File: config.mk
export PLATFORM = sky130hd
export DESIGN_NAME = aport_csr
export DESIGN_NICKNAME = d
export VERILOG_FILES = /design/src/rtl/aport_csr_pkg.sv /design/src/rtl/aport_addr_decode.sv /design/src/rtl/aport_alias_reg.sv /design/src/rtl/aport_sticky_flags.sv /design/src/rtl/aport_csr.sv
export SDC_FILE = /design/constraint.sdc
export NUM_CORES = 1
export LEC_CHECK = 0
export ABC_AREA = 1
export BUFFER_PORTS_ARGS = -buffer_cell sky130_fd_sc_hd__buf_4
export CORE_UTILIZATION = 40
export DETAILED_ROUTE_END_ITERATION = 7
export GPL_TIMING_DRIVEN = 0
export PLACE_DENSITY = 0.76
export SLEW_MARGIN = 20
export SYNTH_ARGS = -nofsm -noshare
export SYNTH_HDL_FRONTEND = slang
export SYNTH_SLANG_ARGS = --single-unit
export TNS_END_PERCENT = 50
File: constraint.sdc
create_clock -name clk -period 1.1 [get_ports clk]
set_input_delay 0.11 -clock clk [delete_from_list [all_inputs] [get_ports clk]]
set_output_delay 0.11 -clock clk [all_outputs]
set_load 0.05 [all_outputs]
File: src/rtl/aport_csr_pkg.sv
// Shared address map, bit positions and access kinds for the audio port
// control/status register block. Bit positions are fixed by the port logic
// that decodes the control word; widths derive from DATA_W.
package aport_csr_pkg;

    localparam int DATA_W      = 32;
    localparam int SUB_W       = 4;    // low address bits selecting the alias
    localparam int REGION_CTRL = 0;    // addr[.. : 4] value for the control word
    localparam int REGION_STAT = 1;    // addr[.. : 4] value for the status word

    // alias offsets inside a region
    localparam logic [SUB_W-1:0] SUB_PLAIN = 4'h0;
    localparam logic [SUB_W-1:0] SUB_SET   = 4'h4;
    localparam logic [SUB_W-1:0] SUB_CLR   = 4'h8;

    // control word bit positions
    localparam int CB_RUN   = 0;
    localparam int CB_ERRIE = 1;
    localparam int CB_CGATE = 30;
    localparam int CB_SRST  = 31;

    // status word bit positions
    localparam int SB_BUSY  = 0;
    localparam int SB_UFLOW = 1;
    localparam int SB_OFLOW = 2;

    localparam int NUM_ERR  = 2;        // index 0 = underflow, 1 = overflow

    localparam logic [DATA_W-1:0] CTRL_RST =
        (DATA_W'(1) << CB_SRST) | (DATA_W'(1) << CB_CGATE);

    typedef enum logic [1:0] {
        ACC_NONE  = 2'd0,
        ACC_PLAIN = 2'd1,
        ACC_SET   = 2'd2,
        ACC_CLR   = 2'd3
    } acc_kind_e;

endpackage

File: src/rtl/aport_addr_decode.sv
// Address decoder. Splits a byte address into a region (control or status)
// and an alias kind (plain, set, clear). Assumes the region index lies in the
// address bits above SUB_W; any address off the six mapped ones is ACC_NONE.
module aport_addr_decode
    import aport_csr_pkg::*;
#(
    parameter int ADDR_W = 8
) (
    input  logic [ADDR_W-1:0] addr,
    output acc_kind_e         kind,
    output logic              hit_ctrl,
    output logic              hit_stat
);

    localparam int REG_W = ADDR_W - SUB_W;

    logic [REG_W-1:0] region;
    logic [SUB_W-1:0] sub;

    assign region = addr[ADDR_W-1:SUB_W];
    assign sub    = addr[SUB_W-1:0];

    // classify the alias from the low address bits
    always_comb begin
        unique case (sub)
            SUB_PLAIN: kind = ACC_PLAIN;
            SUB_SET:   kind = ACC_SET;
            SUB_CLR:   kind = ACC_CLR;
            default:   kind = ACC_NONE;
        endcase
    end

    // pick a register only for a mapped alias in a mapped region
    always_comb begin
        hit_ctrl = (kind != ACC_NONE) && (region == REG_W'(REGION_CTRL));
        hit_stat = (kind != ACC_NONE) && (region == REG_W'(REGION_STAT));
    end

endmodule

File: src/rtl/aport_alias_reg.sv
// Register with plain, OR-in and bit-clear write paths. Assumes at most one
// access kind per cycle (guaranteed by the single address).
module aport_alias_reg
    import aport_csr_pkg::*;
#(
    parameter int          W       = 32,
    parameter logic [W-1:0] RST_VAL = '0
) (
    input  logic         clk,
    input  logic         rst_n,
    input  logic         we,
    input  acc_kind_e    kind,
    input  logic [W-1:0] wdata,
    output logic [W-1:0] q
);

    // apply the selected write form at the clock edge
    always_ff @(posedge clk) begin
        if (!rst_n) begin
            q <= RST_VAL;
        end else if (we) begin
            unique case (kind)
                ACC_PLAIN: q <= wdata;
                ACC_SET:   q <= q | wdata;
                ACC_CLR:   q <= q & ~wdata;
                default:   q <= q;
            endcase
        end
    end

endmodule

File: src/rtl/aport_sticky_flags.sv
// Bank of sticky event flags. A set pulse latches a flag; a clear request
// drops it; a set in the same cycle as a clear leaves the flag set.
module aport_sticky_flags #(
    parameter int N = 2
) (
    input  logic         clk,
    input  logic         rst_n,
    input  logic [N-1:0] set_i,
    input  logic [N-1:0] clr_i,
    output logic [N-1:0] q
);

    for (genvar i = 0; i < N; i++) begin : g_flag
        // latch event, honour acknowledge only when no new event arrives
        always_ff @(posedge clk) begin
            if (!rst_n) q[i] <= 1'b0;
            else        q[i] <= set_i[i] | (q[i] & ~clr_i[i]);
        end
    end

endmodule

File: src/rtl/aport_csr.sv
// Control and status register block of an audio serial port. Holds the
// control word (three-address access), the sticky FIFO error flags and the
// error interrupt. Assumes single-cycle error pulses and a level busy input.
module aport_csr
    import aport_csr_pkg::*;
#(
    parameter int ADDR_W = 8
) (
    input  logic              clk,
    input  logic              rst_n,
    input  logic              wr_en,
    input  logic              rd_en,
    input  logic [ADDR_W-1:0] addr,
    input  logic [DATA_W-1:0] wdata,
    output logic [DATA_W-1:0] rdata,
    input  logic              busy_i,
    input  logic              fifo_uflow_i,
    input  logic              fifo_oflow_i,
    output logic [DATA_W-1:0] ctrl_o,
    output logic              srst_o,
    output logic              cgate_o,
    output logic              run_o,
    output logic              irq_o
);

    acc_kind_e           kind;
    logic                hit_ctrl;
    logic                hit_stat;
    logic [DATA_W-1:0]   ctrl_q;
    logic [NUM_ERR-1:0]  err_set;
    logic [NUM_ERR-1:0]  err_clr;
    logic [NUM_ERR-1:0]  err_q;
    logic [DATA_W-1:0]   stat_word;

    aport_addr_decode #(.ADDR_W(ADDR_W)) u_dec (
        .addr     (addr),
        .kind     (kind),
        .hit_ctrl (hit_ctrl),
        .hit_stat (hit_stat)
    );

    aport_alias_reg #(.W(DATA_W), .RST_VAL(CTRL_RST)) u_ctrl (
        .clk   (clk),
        .rst_n (rst_n),
        .we    (wr_en && hit_ctrl),
        .kind  (kind),
        .wdata (wdata),
        .q     (ctrl_q)
    );

    // hardware events and software acknowledge for the error flags
    always_comb begin
        err_set = {fifo_oflow_i, fifo_uflow_i};
        err_clr = '0;
        if (wr_en && hit_stat && kind == ACC_CLR)
            err_clr = {wdata[SB_OFLOW], wdata[SB_UFLOW]};
    end

    aport_sticky_flags #(.N(NUM_ERR)) u_err (
        .clk   (clk),
        .rst_n (rst_n),
        .set_i (err_set),
        .clr_i (err_clr),
        .q     (err_q)
    );

    // assemble the status word seen by reads
    always_comb begin
        stat_word           = '0;
        stat_word[SB_BUSY]  = busy_i;
        stat_word[SB_UFLOW] = err_q[0];
        stat_word[SB_OFLOW] = err_q[1];
    end

    // registered read port, holds its value between reads
    always_ff @(posedge clk) begin
        if (!rst_n)        rdata <= '0;
        else if (rd_en) begin
            if (hit_ctrl)      rdata <= ctrl_q;
            else if (hit_stat) rdata <= stat_word;
            else               rdata <= '0;
        end
    end

    assign ctrl_o  = ctrl_q;
    assign srst_o  = ctrl_q[CB_SRST];
    assign cgate_o = ctrl_q[CB_CGATE];
    assign run_o   = ctrl_q[CB_RUN];
    assign irq_o   = ctrl_q[CB_ERRIE] & (|err_q);

endmodule

==> impl_metrics.py, run 1 <==
metrics = {
    "timing": {
        "fmax_mhz": 870,
        "post-route-period-util_pct": 105,
        "drv_slew": 0,
        "whs_ns": 0.0317,
        "fin_crit_ns": 1.15,
        "worst_slew_pin_slew_ns": 0.534,
        "worst_slack_ns": -0.0499,
        "setup_viol": 1,
        "hold_viol": 0,
        "slew-limit-headroom_pct": 64.4,
        "rsz0062_at_grt": "true",
        "skew_ns": 0.00568,
        "finalSetupTns_ns": -0.0499,
    },
    "synth": {
        "synth_cells": 436,
        "synthArstFlopShare_pct": 0,
        "synth-seq-cells": 66,
        "yosysSeqAreaShare_pct": 42.6,
        "yosysTopAreaCellShare_pct": 42.6,
        "synth-edff-count": 0,
        "synth_area_leaders": "dfxtp_1 (43%), nand4_1 (13%), a21oi_1 (9.8%)",
        "ys_warn_count": 0,
        "syn_nets": 483,
        "synth_most_common_cell": "nand2_1",
        "ys.flop_type": "dfxtp_1",
        "yosys-top-cells-count": "nand2_1 (75), dfxtp_1 (66), nand4_1 (62)",
        "syn_avg_cell_area_um2": 7.11,
        "syn_area_um2": 3100,
        "yosys.area.top_type": "dfxtp_1",
        "synth.distinct_cells": 18,
    },
    "placed_design": {
        "place_congestion": 0.849,
        "io_buffers": 112,
        "hpwl_um": 6930,
    },
    "power_and_ir_drop": {
        "leakage_nw": 1.80,
        "powerDensity_nw_per_um2": 1280,
        "p_seq_share_pct": 44.3,
        "switching_share_pct": 28.5,
        "clockPowerShare_pct": 40.6,
        "intPower_mw": 4.01,
        "p_comb_share_pct": 15.1,
        "peakVddDrop_uv": 757,
        "netSwitchingPower_mw": 1.60,
    },
    "global_routing": {
        "overflow": 0,
        "grt_pass1_wl_um": 15900,
        "first_global_vias": 3321,
        "antenna_found_initial": 0,
        "grt_max_degree": 13,
        "track_usage_pct": 24.0,
    },
    "drt": {
        "ant_nets": 0,
        "vias": 3624,
        "routed_wl_um": 9760,
        "drt_pass1_iterations": 8,
        "wl_per_cell_um": 14.7,
        "drc_errors": 2,
        "viasPerCell": 5.44,
        "drt-initial-drc-count": 235,
    },
    "die": {
        "die_x_um": 90.1,
        "rows": 31,
        "coreArea_um2": 7370,
        "die_h_um": 90.1,
        "die_area_um2": 8110,
        "floorplan.initialDensity_pct": 42.1,
        "pin_count": 115,
    },
    "outcome": {
        "outcome": "complete, but fails checks",
        "violations": "DRC, setup timing",
    },
    "setup_path": {
        "arrival_ns": 1.04,
        "cp_max_fo": 2,
        "startpoint_type": "register",
        "slowest_stage": "dfxtp_2",
        "critical_path_class": "reg -> out",
        "cp.required_ns": 0.99,
        "critPathCaptureType": "primary output",
        "path_delay_family": "flip-flops",
        "crit_chain": "o21a_2, buf_8",
        "cp_slowest_stage_delay_ns": 0.32,
        "path_buf_inv": 1,
    },
    "final_layout": {
        "final_nets": 609,
        "drive_gt1_share_pct": 27.3,
        "areaGrowthSynthToFinish_pct": 40.8,
        "num_antenna_cells": 0,
    },
    "cts": {
        "clock-root-buffer": "clkbuf_8",
        "htreeDepth": 3,
        "clk_latency_ns": 0.35,
        "cts_max_path_buffers": 2,
        "cts_tree": "built",
        "cts_made_buffers": 9,
        "clkTransAtPathRegs_ns": 0.08,
        "cts.sinks": 66,
    },
    "min_path": {
        "hold_path.class": "in -> reg",
    },
    "job": {
        "max_cap_violations": 0,
    },
}
## state kept, by name, indices dropped and copies added (netlist names)
name and count:
u_err.q 2, u_ctrl.q 32, rdata 32
## placed cells by master (no fill, tap or decap), types with 8 or more instances in the layout
cell | Yosys | layout
inv_1 | 39 | 39
buf_4 | 6 | 111
o21ai_0 | 31 | 31
clkbuf_1 | 27 | 25
nand3_1 | 38 | 38
nand4_1 | 62 | 62
dfxtp_1 | 66 | 60
a21oi_1 | 61 | 61
nand2_1 | 75 | 75
nor2_1 | 12 | 12
buf_6 | 3 | 8
clkbuf_8 | 0 | 9
## stage by stage
step                total power, mW  cell area [um^2]  setup WS (ns)  cells  utilization [%]
CTS                            5.63              4350        -0.0481    667             59.0
detailed placement             3.37              4070         -0.273    647             55.2
global route                   5.80              4370        -0.0745    666             59.3
global placement               3.35              4070         -0.206    647             55.2
floorplan                      3.02              3100         0.0577    436                -
finish                         5.61              4370        -0.0499    666             59.3
## power groups by stage
stage	sequential, mW	combinational (mW)	clock (mW)
final	2.49	0.844	2.28
after CTS	2.49	0.839	2.30
after global placement	2.54	0.807	0
after floorplan	2.75	0.276	0
after global routing	2.49	0.904	2.40
after detailed placement	2.54	0.824	0
## metal layers
metal | share of wire, % | up-vias | GRT usage, %
met5 | 0 | - | 0
met1 | 42 | 1696 | 32.1
met3 | 9.3 | 16 | 5.92
met4 | 1.9 | 0 | 11.4
li1 | - | 1748 | -
met2 | 47 | 164 | 36.1
## kinds of logic after synthesis
kind of cell	synth area share (%)
AOI/OAI and AO/OA	15.1
buffers and inverters	11.9
DFF	42.6
and+or+nand+nor	30.4
## worst reg2reg max path: stages (launching register included)
cell	delay (ns)
dfxtp_2	0.32
buf_4	0.13
nand2_1	0.06
nand3_1	0.07
nand2_1	0.08
inv_1	0.04
## path summary, 6_finish.rpt
check / start / to / slack, ns / cells past startpoint
min: wdata[30] / u_ctrl.q[30] / 0.03 / 3
max reg2reg: u_err.q[1] / rdata[2] / 0.32 / 5
min reg2reg: u_ctrl.q[18] / rdata[18] / 0.48 / 2
max: u_err.q[0] / irq_o / -0.05 / 2
## area by class of cell
| type | instances | area (um^2) |
|---|---|---|
| repair buffers | 116 | 917 |
| clock buffers | 9 | 124 |
| multi-input cells | 285 | 1410 |
| fillers | 722 | 3000 |
| clock inverters | 7 | 93.8 |
| well taps | 99 | 124 |
| inverters | 40 | 150 |
| flip-flops and latches | 66 | 1330 |
| plain buffers | 44 | 215 |
## repair_timing
action,4_1_cts,5_1_grt
hold endpoints to repair,2,0
buffers inserted,2,0
setup endpoints to repair,5,12
hold buffers,2,0
pin swaps,0,1
gates resized for setup,11,11
(Power assumes the default switching activity.)
==> run 2, diff against run 1 <==
--- a/config.mk
+++ b/config.mk
@@ -11,6 +11,7 @@
 export DETAILED_ROUTE_END_ITERATION = 7
 export GPL_TIMING_DRIVEN = 0
 export PLACE_DENSITY = 0.76
+export RECOVER_POWER = 50
 export SLEW_MARGIN = 20
 export SYNTH_ARGS = -nofsm -noshare
 export SYNTH_HDL_FRONTEND = slang
==> impl_metrics.py, run 2 (synthesized netlist as in run 1, its figures left out) <==
metrics = {
    "setup_path": {
        "startpoint_type": "register",
        "arrival_ns": 1.05,
        "critical_path_class": "reg -> out",
        "cp_max_fo": 2,
        "cp.required_ns": 0.99,
        "regToRegSetupSlack_ns": 0.32,
        "r2r_end": "rdata[2]",
        "reg2reg_depth": 5,
        "r2r_start": "u_err.q[1]",
        "critPathCaptureType": "primary output",
    },
    "min_path": {
        "min_from": "wdata[30]",
        "hold_path_end": "u_ctrl.q[30]",
        "holdPathStages": 3,
        "hold_path.class": "in -> reg",
    },
    "global_routing": {
        "grt_pass1_wl_um": 15900,
        "grt_max_degree": 13,
        "antenna_found_initial": 0,
        "overflow": 0,
        "track_usage_pct": 24.0,
        "first_global_vias": 3321,
    },
    "placed_design": {
        "post_dp_cell_area_um2": 4070,
        "hpwl_um": 6930,
        "place_congestion": 0.849,
        "io_buffers": 112,
        "dp_cells": 647,
    },
    "final_layout": {
        "areaGrowthSynthToFinish_pct": 40.0,
        "instances_no_fill": 666,
        "design_area_um2": 4340,
        "layout_common_cells": "buf_4 (87), nand2_1 (76), nand4_1 (62)",
        "final_nets": 609,
        "final_common_cell": "buf_4",
        "reg_top3": "rdata x32, u_ctrl.q x32, u_err.q x2",
        "drive_gt1_share_pct": 27.0,
        "num_antenna_cells": 0,
    },
    "die": {
        "die_x_um": 90.1,
        "coreArea_um2": 7370,
        "floorplan.initialDensity_pct": 42.1,
        "die_h_um": 90.1,
        "pin_count": 115,
        "die_area_um2": 8110,
        "rows": 31,
    },
    "outcome": {
        "outcome": "complete, but fails checks",
        "violations": "setup timing",
    },
    "power_and_ir_drop": {
        "powerDensity_nw_per_um2": 1290,
        "fin_total_pwr_mw": 5.60,
        "leakage_nw": 1.78,
        "peakVddDrop_uv": 752,
    },
    "timing": {
        "skew_ns": 0.00546,
        "worst_slew_pin_slew_ns": 0.527,
        "slew-limit-headroom_pct": 64.9,
        "drv_slew": 0,
        "setup_viol": 1,
        "hold_viol": 0,
        "worst_slack_ns": -0.0563,
        "finalSetupTns_ns": -0.0563,
        "rsz0062_at_grt": "true",
        "fin_crit_ns": 1.16,
        "fmax_mhz": 865,
        "post-route-period-util_pct": 105,
    },
    "drt": {
        "drc_errors": 0,
        "routed_wl_um": 9740,
        "viasPerCell": 5.45,
        "drt-initial-drc-count": 237,
        "drt_pass1_iterations": 7,
        "ant_nets": 0,
        "wl_per_cell_um": 14.6,
        "vias": 3633,
    },
    "cts": {
        "cts_max_path_buffers": 2,
        "htreeDepth": 3,
        "clock-root-buffer": "clkbuf_8",
        "cts.sinks": 66,
        "clk_latency_ns": 0.36,
        "cts_tree": "built",
        "clkTransAtPathRegs_ns": 0.07,
        "cts_made_buffers": 9,
    },
    "job": {
        "max_cap_violations": 0,
    },
}
run 2: routing by layer:
layer	wire length, um	GRT usage (%)
met1	4190	32.1
met2	4510	36.1
met3	855	5.92
met4	187	11.4
met5	0	0
run 2: area by class of cell:
class | instances | area [um^2]
timing repair buffer | 116 | 901
tap | 99 | 124
fill | 731 | 3030
buffer | 44 | 209
multi-input combinational | 285 | 1410
inverter | 40 | 150
clock buffer | 9 | 124
sequential | 66 | 1330
clock inverter | 7 | 93.8
run 2: worst max-delay path: stages, from the launching register on:
cell and delay, ns:
dfxtp_2 0.33, o21a_2 0.22, buf_8 0.15
run 2: what timing repair did:
item / in CTS / in global routing
hold buffers: 2 / 0
endpoints found under the setup margin: 5 / 12
pin swaps: 0 / 1
gates resized for setup: 11 / 11
buffers inserted: 2 / 0
hold endpoints to repair: 2 / 0
run 2: how the worst max path moves through the flow:
stage          cells past startpoint           end        start
3_3_place_gp                       8  u_ctrl.q[13]      addr[1]
3_5_place_dp                       4     rdata[21]        rd_en
4_1_cts                            2         irq_o   u_err.q[1]
5_1_grt                            2         irq_o   u_err.q[0]
2_1_floorplan                      1     ctrl_o[0]  u_ctrl.q[0]
6_report                           2         irq_o   u_err.q[0]
run 2: report_power, final:
part           internal, mW  switching, mW  leakage (nW)  total (mW)
Clock                  1.27           1.01         0.105        2.28
Combinational         0.276          0.559          1.14       0.836
Sequential             2.45         0.0331         0.539        2.49
run 2: per-stage QoR:
step	worst slack [ns]	utilization (%)	hold slack, ns
finish	-0.0563	58.9	0.0266
global route	-0.0745	58.9	0.0420
CTS	-0.0481	59.0	0.0279
detailed placement	-0.273	55.2	0.366
global placement	-0.206	55.2	0.368
floorplan	0.0577	-	0.244
